### config.mk
export PLATFORM = sky130hd
export DESIGN_NAME = ocp_hiccup_ctrl
export DESIGN_NICKNAME = d
export VERILOG_FILES = /design/src/rtl/ocp_pkg.sv /design/src/rtl/ocp_tick_gen.sv /design/src/rtl/ocp_qualifier.sv /design/src/rtl/ocp_window_timer.sv /design/src/rtl/ocp_hiccup_ctrl.sv
export SDC_FILE = /design/constraint.sdc
export NUM_CORES = 1
export LEC_CHECK = 0
export BUFFER_PORTS_ARGS = -buffer_cell sky130_fd_sc_hd__buf_4
export CELL_PAD_IN_SITES_DETAIL_PLACEMENT = 0
export CELL_PAD_IN_SITES_GLOBAL_PLACEMENT = 2
export CORE_AREA = 2 2 88 90
export CTS_CLUSTER_SIZE = 12
export DETAILED_ROUTE_END_ITERATION = 12
export DIE_AREA = 0 0 90 92
export GPL_ROUTABILITY_DRIVEN = 0
export HOLD_SLACK_MARGIN = 0.03
export PLACE_DENSITY_LB_ADDON = 0.05
export SETUP_SLACK_MARGIN = 0.15
export SLEW_MARGIN = 20
export SYNTH_ARGS = -nofsm -noshare
export SYNTH_HDL_FRONTEND = slang
export SYNTH_HIERARCHICAL = 1
export SYNTH_SLANG_ARGS = --single-unit
export TNS_END_PERCENT = 10
### constraint.sdc
create_clock -name clk -period 5.15 [get_ports clk]
set_input_delay 0.515 -clock clk [delete_from_list [all_inputs] [get_ports clk]]
set_output_delay 0.515 -clock clk [all_outputs]
set_load 0.005 [all_outputs]
### src/rtl/ocp_pkg.sv
package ocp_pkg;

  typedef enum logic [1:0] {
    ST_IDLE = 2'd0,
    ST_NORM = 2'd1,
    ST_OFF  = 2'd2,
    ST_ON   = 2'd3
  } ocp_state_e;

  function automatic int unsigned cnt_width(input int unsigned n);
    return (n > 1) ? $clog2(n) : 1;
  endfunction

endpackage

### src/rtl/ocp_tick_gen.sv
module ocp_tick_gen #(
  parameter int unsigned PRESCALE = 200
) (
  input  logic clk,
  input  logic rst_n,
  input  logic run_i,
  output logic tick_o
);
  localparam int unsigned PW = ocp_pkg::cnt_width(PRESCALE);
  localparam logic [PW-1:0] LAST = PW'(PRESCALE - 1);

  logic [PW-1:0] cnt_q, cnt_d;

  assign tick_o = run_i && (cnt_q == LAST);

  always_comb begin
    cnt_d = cnt_q;
    if (!run_i)      cnt_d = '0;
    else if (tick_o) cnt_d = '0;
    else             cnt_d = cnt_q + 1'b1;
  end

  always_ff @(posedge clk or negedge rst_n) begin
    if (!rst_n) cnt_q <= '0;
    else        cnt_q <= cnt_d;
  end
endmodule

### src/rtl/ocp_qualifier.sv
module ocp_qualifier #(
  parameter int unsigned QUAL_TICKS = 23
) (
  input  logic clk,
  input  logic rst_n,
  input  logic clr_i,
  input  logic ovl_i,
  input  logic tick_i,
  output logic trip_o
);
  localparam int unsigned QW = ocp_pkg::cnt_width(QUAL_TICKS + 1);
  localparam logic [QW-1:0] LAST = QW'(QUAL_TICKS - 1);

  logic [QW-1:0] cnt_q, cnt_d;
  logic          at_last;

  assign at_last = (cnt_q == LAST);
  assign trip_o  = tick_i && ovl_i && !clr_i && at_last;

  always_comb begin
    cnt_d = cnt_q;
    if (clr_i || !ovl_i)         cnt_d = '0;
    else if (tick_i && !at_last) cnt_d = cnt_q + 1'b1;
  end

  always_ff @(posedge clk or negedge rst_n) begin
    if (!rst_n) cnt_q <= '0;
    else        cnt_q <= cnt_d;
  end
endmodule

### src/rtl/ocp_window_timer.sv
module ocp_window_timer #(
  parameter int unsigned OFF_TICKS = 900000,
  parameter int unsigned ON_TICKS  = 20000
) (
  input  logic clk,
  input  logic rst_n,
  input  logic clr_i,
  input  logic sel_on_i,
  input  logic tick_i,
  output logic done_o
);
  localparam int unsigned MAXT = (OFF_TICKS > ON_TICKS) ? OFF_TICKS : ON_TICKS;
  localparam int unsigned TW   = ocp_pkg::cnt_width(MAXT);
  localparam logic [TW-1:0] OFF_LAST = TW'(OFF_TICKS - 1);
  localparam logic [TW-1:0] ON_LAST  = TW'(ON_TICKS - 1);

  logic [TW-1:0] cnt_q, cnt_d;
  logic [TW-1:0] limit;

  assign limit  = sel_on_i ? ON_LAST : OFF_LAST;
  assign done_o = tick_i && !clr_i && (cnt_q == limit);

  always_comb begin
    cnt_d = cnt_q;
    if (clr_i || done_o) cnt_d = '0;
    else if (tick_i)     cnt_d = cnt_q + 1'b1;
  end

  always_ff @(posedge clk or negedge rst_n) begin
    if (!rst_n) cnt_q <= '0;
    else        cnt_q <= cnt_d;
  end
endmodule

### src/rtl/ocp_hiccup_ctrl.sv
module ocp_hiccup_ctrl #(
  parameter int unsigned PRESCALE   = 200,
  parameter int unsigned QUAL_TICKS = 23,
  parameter int unsigned OFF_TICKS  = 900000,
  parameter int unsigned ON_TICKS   = 20000
) (
  input  logic       clk,
  input  logic       rst_n,
  input  logic       chip_en_i,
  input  logic       static_lim_i,
  input  logic       thr_hi_i,
  input  logic       thr_lo_i,
  input  logic       ovl_det_i,
  output logic [1:0] thr_code_o,
  output logic       out_en_o,
  output logic       retry_lim_o,
  output logic       ovl_flag_o
);
  import ocp_pkg::*;

  ocp_state_e state_q, state_d;
  logic       flag_q, flag_d;
  logic       seen_q, seen_d;
  logic       tick, trip, win_done;
  logic       qual_clr, win_clr, in_window;

  assign thr_code_o = {thr_hi_i, thr_lo_i};

  assign in_window = (state_q == ST_OFF) || (state_q == ST_ON);
  assign qual_clr  = (state_q != ST_NORM) || static_lim_i || !chip_en_i;
  assign win_clr   = !in_window || !chip_en_i;

  ocp_tick_gen #(.PRESCALE(PRESCALE)) u_tick (
    .clk    (clk),
    .rst_n  (rst_n),
    .run_i  (chip_en_i),
    .tick_o (tick)
  );

  ocp_qualifier #(.QUAL_TICKS(QUAL_TICKS)) u_qual (
    .clk    (clk),
    .rst_n  (rst_n),
    .clr_i  (qual_clr),
    .ovl_i  (ovl_det_i),
    .tick_i (tick),
    .trip_o (trip)
  );

  ocp_window_timer #(.OFF_TICKS(OFF_TICKS), .ON_TICKS(ON_TICKS)) u_win (
    .clk      (clk),
    .rst_n    (rst_n),
    .clr_i    (win_clr),
    .sel_on_i (state_q == ST_ON),
    .tick_i   (tick),
    .done_o   (win_done)
  );

  // Next-state and flag logic
  always_comb begin
    state_d = state_q;
    flag_d  = flag_q;
    seen_d  = seen_q;
    if (!chip_en_i) begin
      state_d = ST_IDLE;
      flag_d  = 1'b0;
      seen_d  = 1'b0;
    end else begin
      unique case (state_q)
        ST_IDLE: state_d = ST_NORM;
        ST_NORM: begin
          if (trip) begin
            state_d = ST_OFF;
            flag_d  = 1'b1;
          end
        end
        ST_OFF: begin
          seen_d = 1'b0;
          if (win_done) state_d = ST_ON;
        end
        ST_ON: begin
          if (ovl_det_i) seen_d = 1'b1;
          if (win_done) begin
            if (seen_q || ovl_det_i) begin
              state_d = ST_OFF;
            end else begin
              state_d = ST_NORM;
              flag_d  = 1'b0;
            end
          end
        end
        default: state_d = ST_IDLE;
      endcase
    end
  end

  always_ff @(posedge clk or negedge rst_n) begin
    if (!rst_n) begin
      state_q <= ST_IDLE;
      flag_q  <= 1'b0;
      seen_q  <= 1'b0;
    end else begin
      state_q <= state_d;
      flag_q  <= flag_d;
      seen_q  <= seen_d;
    end
  end

  assign out_en_o    = (state_q == ST_NORM) || (state_q == ST_ON);
  assign retry_lim_o = (state_q == ST_ON);
  assign ovl_flag_o  = flag_q;
endmodule

### After elaboration in Yosys (flattened, before gate mapping)

Index checks and enable logic that the tools add are counted.

* $add $sub $neg: 3
* muxes and demuxes: 21
* div/mod/pow operators: 0
* $mul: 0
* reductions and logical operators: 27
* bitwise logic cells: 0
* equal/unequal tests: 14
* shift-type cells: 0
* magnitude comparators: 0

Operators by type and width (number)
* 2-to-1 mux 20 bit: 3
* adder 20 x 1 -> 20 bit, second input constant: 1
* equality test 20 bit: 1
* 2-to-1 mux 8 bit: 2
* inequality test 3 bit, second input constant: 4
* 2-to-1 mux 2 bit: 5
* 2-to-1 mux 5 bit: 2
* adder 8 x 1 -> 8 bit, second input constant: 1
* equality test 8 bit, second input constant: 1
* logical OR 1 bit: 8
* case mux 2 bit (4 select lines): 1
* logical AND 1 bit: 7
* logical NOT 1 bit: 6
* 2-to-1 mux 1 bit: 6
* inequality test 3 x 1 -> 1 bit, second input constant: 2
* adder 5 x 1 -> 5 bit, second input constant: 1
* equality test 5 bit, second input constant: 1
* equality test 2 bit, second input constant: 2
* case mux 1 bit (2 select lines): 2
* AND reduction 4 bit: 1
* nonzero test 2 bit: 2
* inequality test 3 x 2 -> 1 bit, second input constant: 1
* AND reduction 3 bit: 1
* equality test 2 x 1 -> 1 bit, second input constant: 1
* 3 further kinds: 3

* register bits after elaboration: 37
* memories: 0
* RAM bits: 0
* word-level logic and storage cells: 71
* latch bits: 0
* output and inout bits: 5
* ROM bits: 0
* bits of input ports: 7

### Longest topological paths before layout

* word-level depth: 10
* gate-level depth with buffers: 10
* mapped depth without buffers: 9

### Hierarchy

Netlist, hierarchy kept.

Modules (own cells, without submodules)
* ocp_window_timer: area an instance 1183.6 sq um, instances 1, seq. area each 500.5 sq um, cells an instance 118
* ocp_tick_gen: area an instance 421.7 sq um, instances 1, seq. area each 200.2 sq um, cells an instance 42
* ocp_qualifier: area an instance 315.3 sq um, instances 1, seq. area each 125.1 sq um, cells an instance 29
* ocp_hiccup_ctrl: area an instance 246.5 sq um, instances 1, seq. area each 100.1 sq um, cells an instance 26

### Worst setup path before layout

OpenSTA, ideal clock, no wires.

* path type: register to register
* from: reg u_tick.cnt_q[0]
* to: reg state_q[1]
* required time: 5.019 ns
* setup time: 0.131 ns
* stages on the path, launching flop included: 11
* arrival time: 2.827 ns
* path buffers: 1
* slack: 2.192 ns
* period minus slack after synthesis: 2.958 ns
* cells stage by stage: dfrtp_1 ha_1 nand4b_1 nor2_1 nor4b_1 and3_1 nand3_1 a2111oi_4 buf_6 and4bb_1 a211oi_1

* elaborated cells between the ends (all ways): 11
* classes of those cells: eq/ne: 4; reduce/logical: 7

RTL lines
* start: declaration: RTL line ocp_tick_gen.sv:12 `logic [PW-1:0] cnt_q, cnt_d;`
* start signal: assignment: RTL line ocp_tick_gen.sv:25 `else cnt_q <= cnt_d;`
* equality test 8 bit *: RTL line ocp_tick_gen.sv:14 `assign tick_o = run_i && (cnt_q == LAST);`
* logical AND 1 bit *: RTL line ocp_tick_gen.sv:14
* named net tick: RTL line ocp_hiccup_ctrl.sv:24 `logic tick, trip, win_done;`
* logical AND 1 bit * (2 in series): RTL line ocp_window_timer.sv:21 `assign done_o = tick_i && !clr_i && (cnt_q == limit);`
* named net win_done: RTL line ocp_hiccup_ctrl.sv:24
* inequality test 3 bit (no source line) or inequality test 3 x 2 -> 1 bit (tied branches)
* AND reduction 3 bit (no source line) *
* end signal: assignment: RTL line ocp_hiccup_ctrl.sv:102 `state_q <= state_d;`
* end: declaration: RTL line ocp_hiccup_ctrl.sv:21 `ocp_state_e state_q, state_d;`

Mark *: on every way through the listed nets, which the timed path passes. The rest lies on a longest branch.
A chain may end at the register's enable or synchronous reset.

### Worst setup path in the final report

Ends and elaborated chain as after synthesis.

==> impl_metrics.ini <==
[status]
status = finished, final reports clean

[clock_network]
root_buffer = clkbuf_8
clk_latency_ns = 0.29
cts_setup_buffers = 0
clk_pin_slew_ns = 0.07
clk_path_buf_depth = 2
tritoncts = yes
cts_resized = 0
cts_sinks = 37
cts_inserted_buffers = 5
ctsHoldBuffers = 0
cts_max_level = 2

[critical_path]
cp.required_ns = 5.31
path_class = flip-flop to flip-flop
path_cells = ha_1 -> nand4b_1 -> nor2_1 -> nor4b_2 -> buf_4 -> and3_1 -> nand3_1 -> a2111oi_4 -> buf_4 -> and4bb_1 -> a211oi_1
endpoint_kind = flip-flop
slowest_delay_ns = 0.74
reg2reg_to = state_q[1]$_DFFE_PN0P_
rr_worst_depth = 11
crit_fanout = 15
r2r_setup_slack_ns = 1.88
startpoint = u_tick/cnt_q[0]$_DFF_PN0_
crit_family = simple AND/OR/NAND/NOR gates
path_buf_inv = 2
crit_top_cell = buf_4
regToRegStartpoint = u_tick/cnt_q[0]$_DFF_PN0_
arrival_ns = 3.43
cp_slowest_cell = a2111oi_4
critPathLaunchType = flip-flop

[route]
vias = 1645
first_pass_iters = 4
drc_errors = 0
drt_iter0_drc = 93
vias_per_cell = 5.14
routed_wl_um = 4970
routedWlPerCell_um = 15.5
drtAntennaViolNets = 0

[timing]
tightest_slew_ns = 0.832
setup_tns_ns = 0
layout_min_cycle_time_ns = 3.27
rsz0062_at_grt = false
finalSetupViolCount = 0
hold_viol_final = 0
period_share_pct = 63.5
maxSlewHeadroom_pct = 44.4
finClkSkew_ns = 0.00380
slew_viol_final = 0
fmax_mhz = 306

[logic_synthesis]
synthesis.nets = 227
yosys-top-cells-area = dfrtp_1 (43%), nor3_1 (3.9%), xor2_1 (3.6%)
synth_cell_types = 52
netlist_instances = 215
yosys_warnings = 6
synth_edf_count = 0
synth_seq_cells = 37
synth_area_um2 = 2170
yosys.area.top_type_share_pct = 42.7
syn_avg_cell_area_um2 = 10.1
ys.flop_type = dfrtp_1
synth_top_area_cell = dfrtp_1
yosysSeqAreaShare_pct = 42.7
synthArstFlopShare_pct = 100

[layout]
area_growth_pct = 9.01
fin_cells = 320
final_nets = 229
n_antenna_cell = 0
drive_above_1_share_pct = 13.8

[power_and_ir_drop]
power_leakage_nw = 0.917
clkPwrFrac_pct = 39.0
p_sw_uw = 121
powerDensity_nw_per_um2 = 218
intPower_uw = 395
peakVddDrop_mv = 0.0694
swShare_pct = 23.4
combinationalPowerShare_pct = 3.6
seq_power_share_pct = 57.5

[floorplan]
ios = 12
die_h_um = 92
core_um2 = 7450
floorplan.die.width_um = 90
die-area_um2 = 8280
start_util_pct = 29.1
rows = 32

[placed_design]
hpwlAfterDp_um = 3490
dp_cells = 312
io_buffers = 7

[global_routing]
antenna_found_initial = 0
grt_pass1_vias = 1701
grt_pass1_wl_um = 8410
grt_overflow_total = 0
grt_max_degree = 38
grt.total_usage_pct = 12.6

[job]
maxCapViolations = 0

[worst_hold_path]
hp-class = primary input to async pin
==> stage by stage <==
step,cell area [µm²],hold slack [ns],power [mW],worst slack (ns),util (%)
3_5_place_dp,2280,0.533,0.322,1.88,30.6
6_report,2360,0.175,0.516,1.88,31.7
5_1_grt,2360,0.218,0.545,1.58,31.7
3_3_place_gp,2280,0.508,0.321,2.00,30.6
2_1_floorplan,2170,0.219,0.311,2.19,-
4_1_cts,2360,0.210,0.527,1.86,31.7
==> placed cells by master, fill, tap and decap left out, drive strengths merged, types with 2 or more instances in the layout <==
cell type	count
o31ai	2
buf	9
xor2	9
a21bo	2
nor3	19
ha	5
a211oi	7
and2	2
nand2	13
and4	7
clkbuf	8
nor2	9
inv	6
nor4	2
or4	3
nor4b	4
nand3b	4
dfrtp	37
or2b	2
o21ai	6
nor2b	3
or3	4
xnor2	7
nand4b	3
and3	4
nand3	7
a21oi	10
nand4	12
==> sequential cells by signal, indices dropped and copies added (netlist names) <==
register / cells
u_win/cnt_q: 20
u_tick/cnt_q: 8
u_qual/cnt_q: 5
state_q: 2
ovl_flag_o: 1
seen_q: 1
==> cells by family (layout without fill, tap and decap cells) <==
group,after synthesis,after routing,synth area share [%]
DFF,37,37,42.7
AOI/OAI and AO/OA,34,34,11.9
adders and majority gates,5,5,2.89
muxes,1,1,0.462
and+or+nand+nor,102,102,30.5
xor gates and xnor gates,16,16,6.47
buffers and inverters,20,23,5.02
==> area by class of cell <==
type                            count  area [µm²]
Sequential cell                    37         926
Fill cell                         804        5080
Multi-Input combinational cell    158        1140
Inverter                            6        22.5
Timing Repair Buffer                9        67.6
Clock buffer                        8        80.1
Tap cell                          102         128
==> worst max path at each step <==
stage	slack, ns	depth (start not counted)	endpoint
floorplan	2.19	10	state_q[1]$_DFFE_PN0P_
global placement	2.00	11	state_q[1]$_DFFE_PN0P_
detailed placement	1.88	11	state_q[1]$_DFFE_PN0P_
CTS	1.86	11	state_q[1]$_DFFE_PN0P_
global route	1.58	11	ovl_flag_o$_DFFE_PN0P_
finish	1.88	11	state_q[1]$_DFFE_PN0P_
==> per-layer routing <==
metal	global-route usage [%]	routed length [µm]	up-vias
li1	-	-	805
met5	0	0	-
met3	3.37	134	5
met1	17.3	2470	817
met2	19.5	2320	18
met4	4.23	52	0
==> power by group through the flow <==
stage                     combinational [mW]  clock (mW)  sequential [mW]
after floorplan                       0.0103           0            0.301
after CTS                             0.0196       0.211            0.296
after global placement                0.0194           0            0.302
final                                 0.0184       0.201            0.297
after global routing                  0.0214       0.227            0.297
after detailed placement              0.0197           0            0.302
==> synth_stat cells, types with 6 or more instances <==
library cell and n:
dfrtp_1 37, nor3_1 17, nand2_1 13, nand4_1 12
a21oi_1 9, nor2_1 9, xor2_1 9, a211oi_1 7
xnor2_1 7, and4_1 6, clkbuf_1 6
Power figures use the tool's default switching activity.
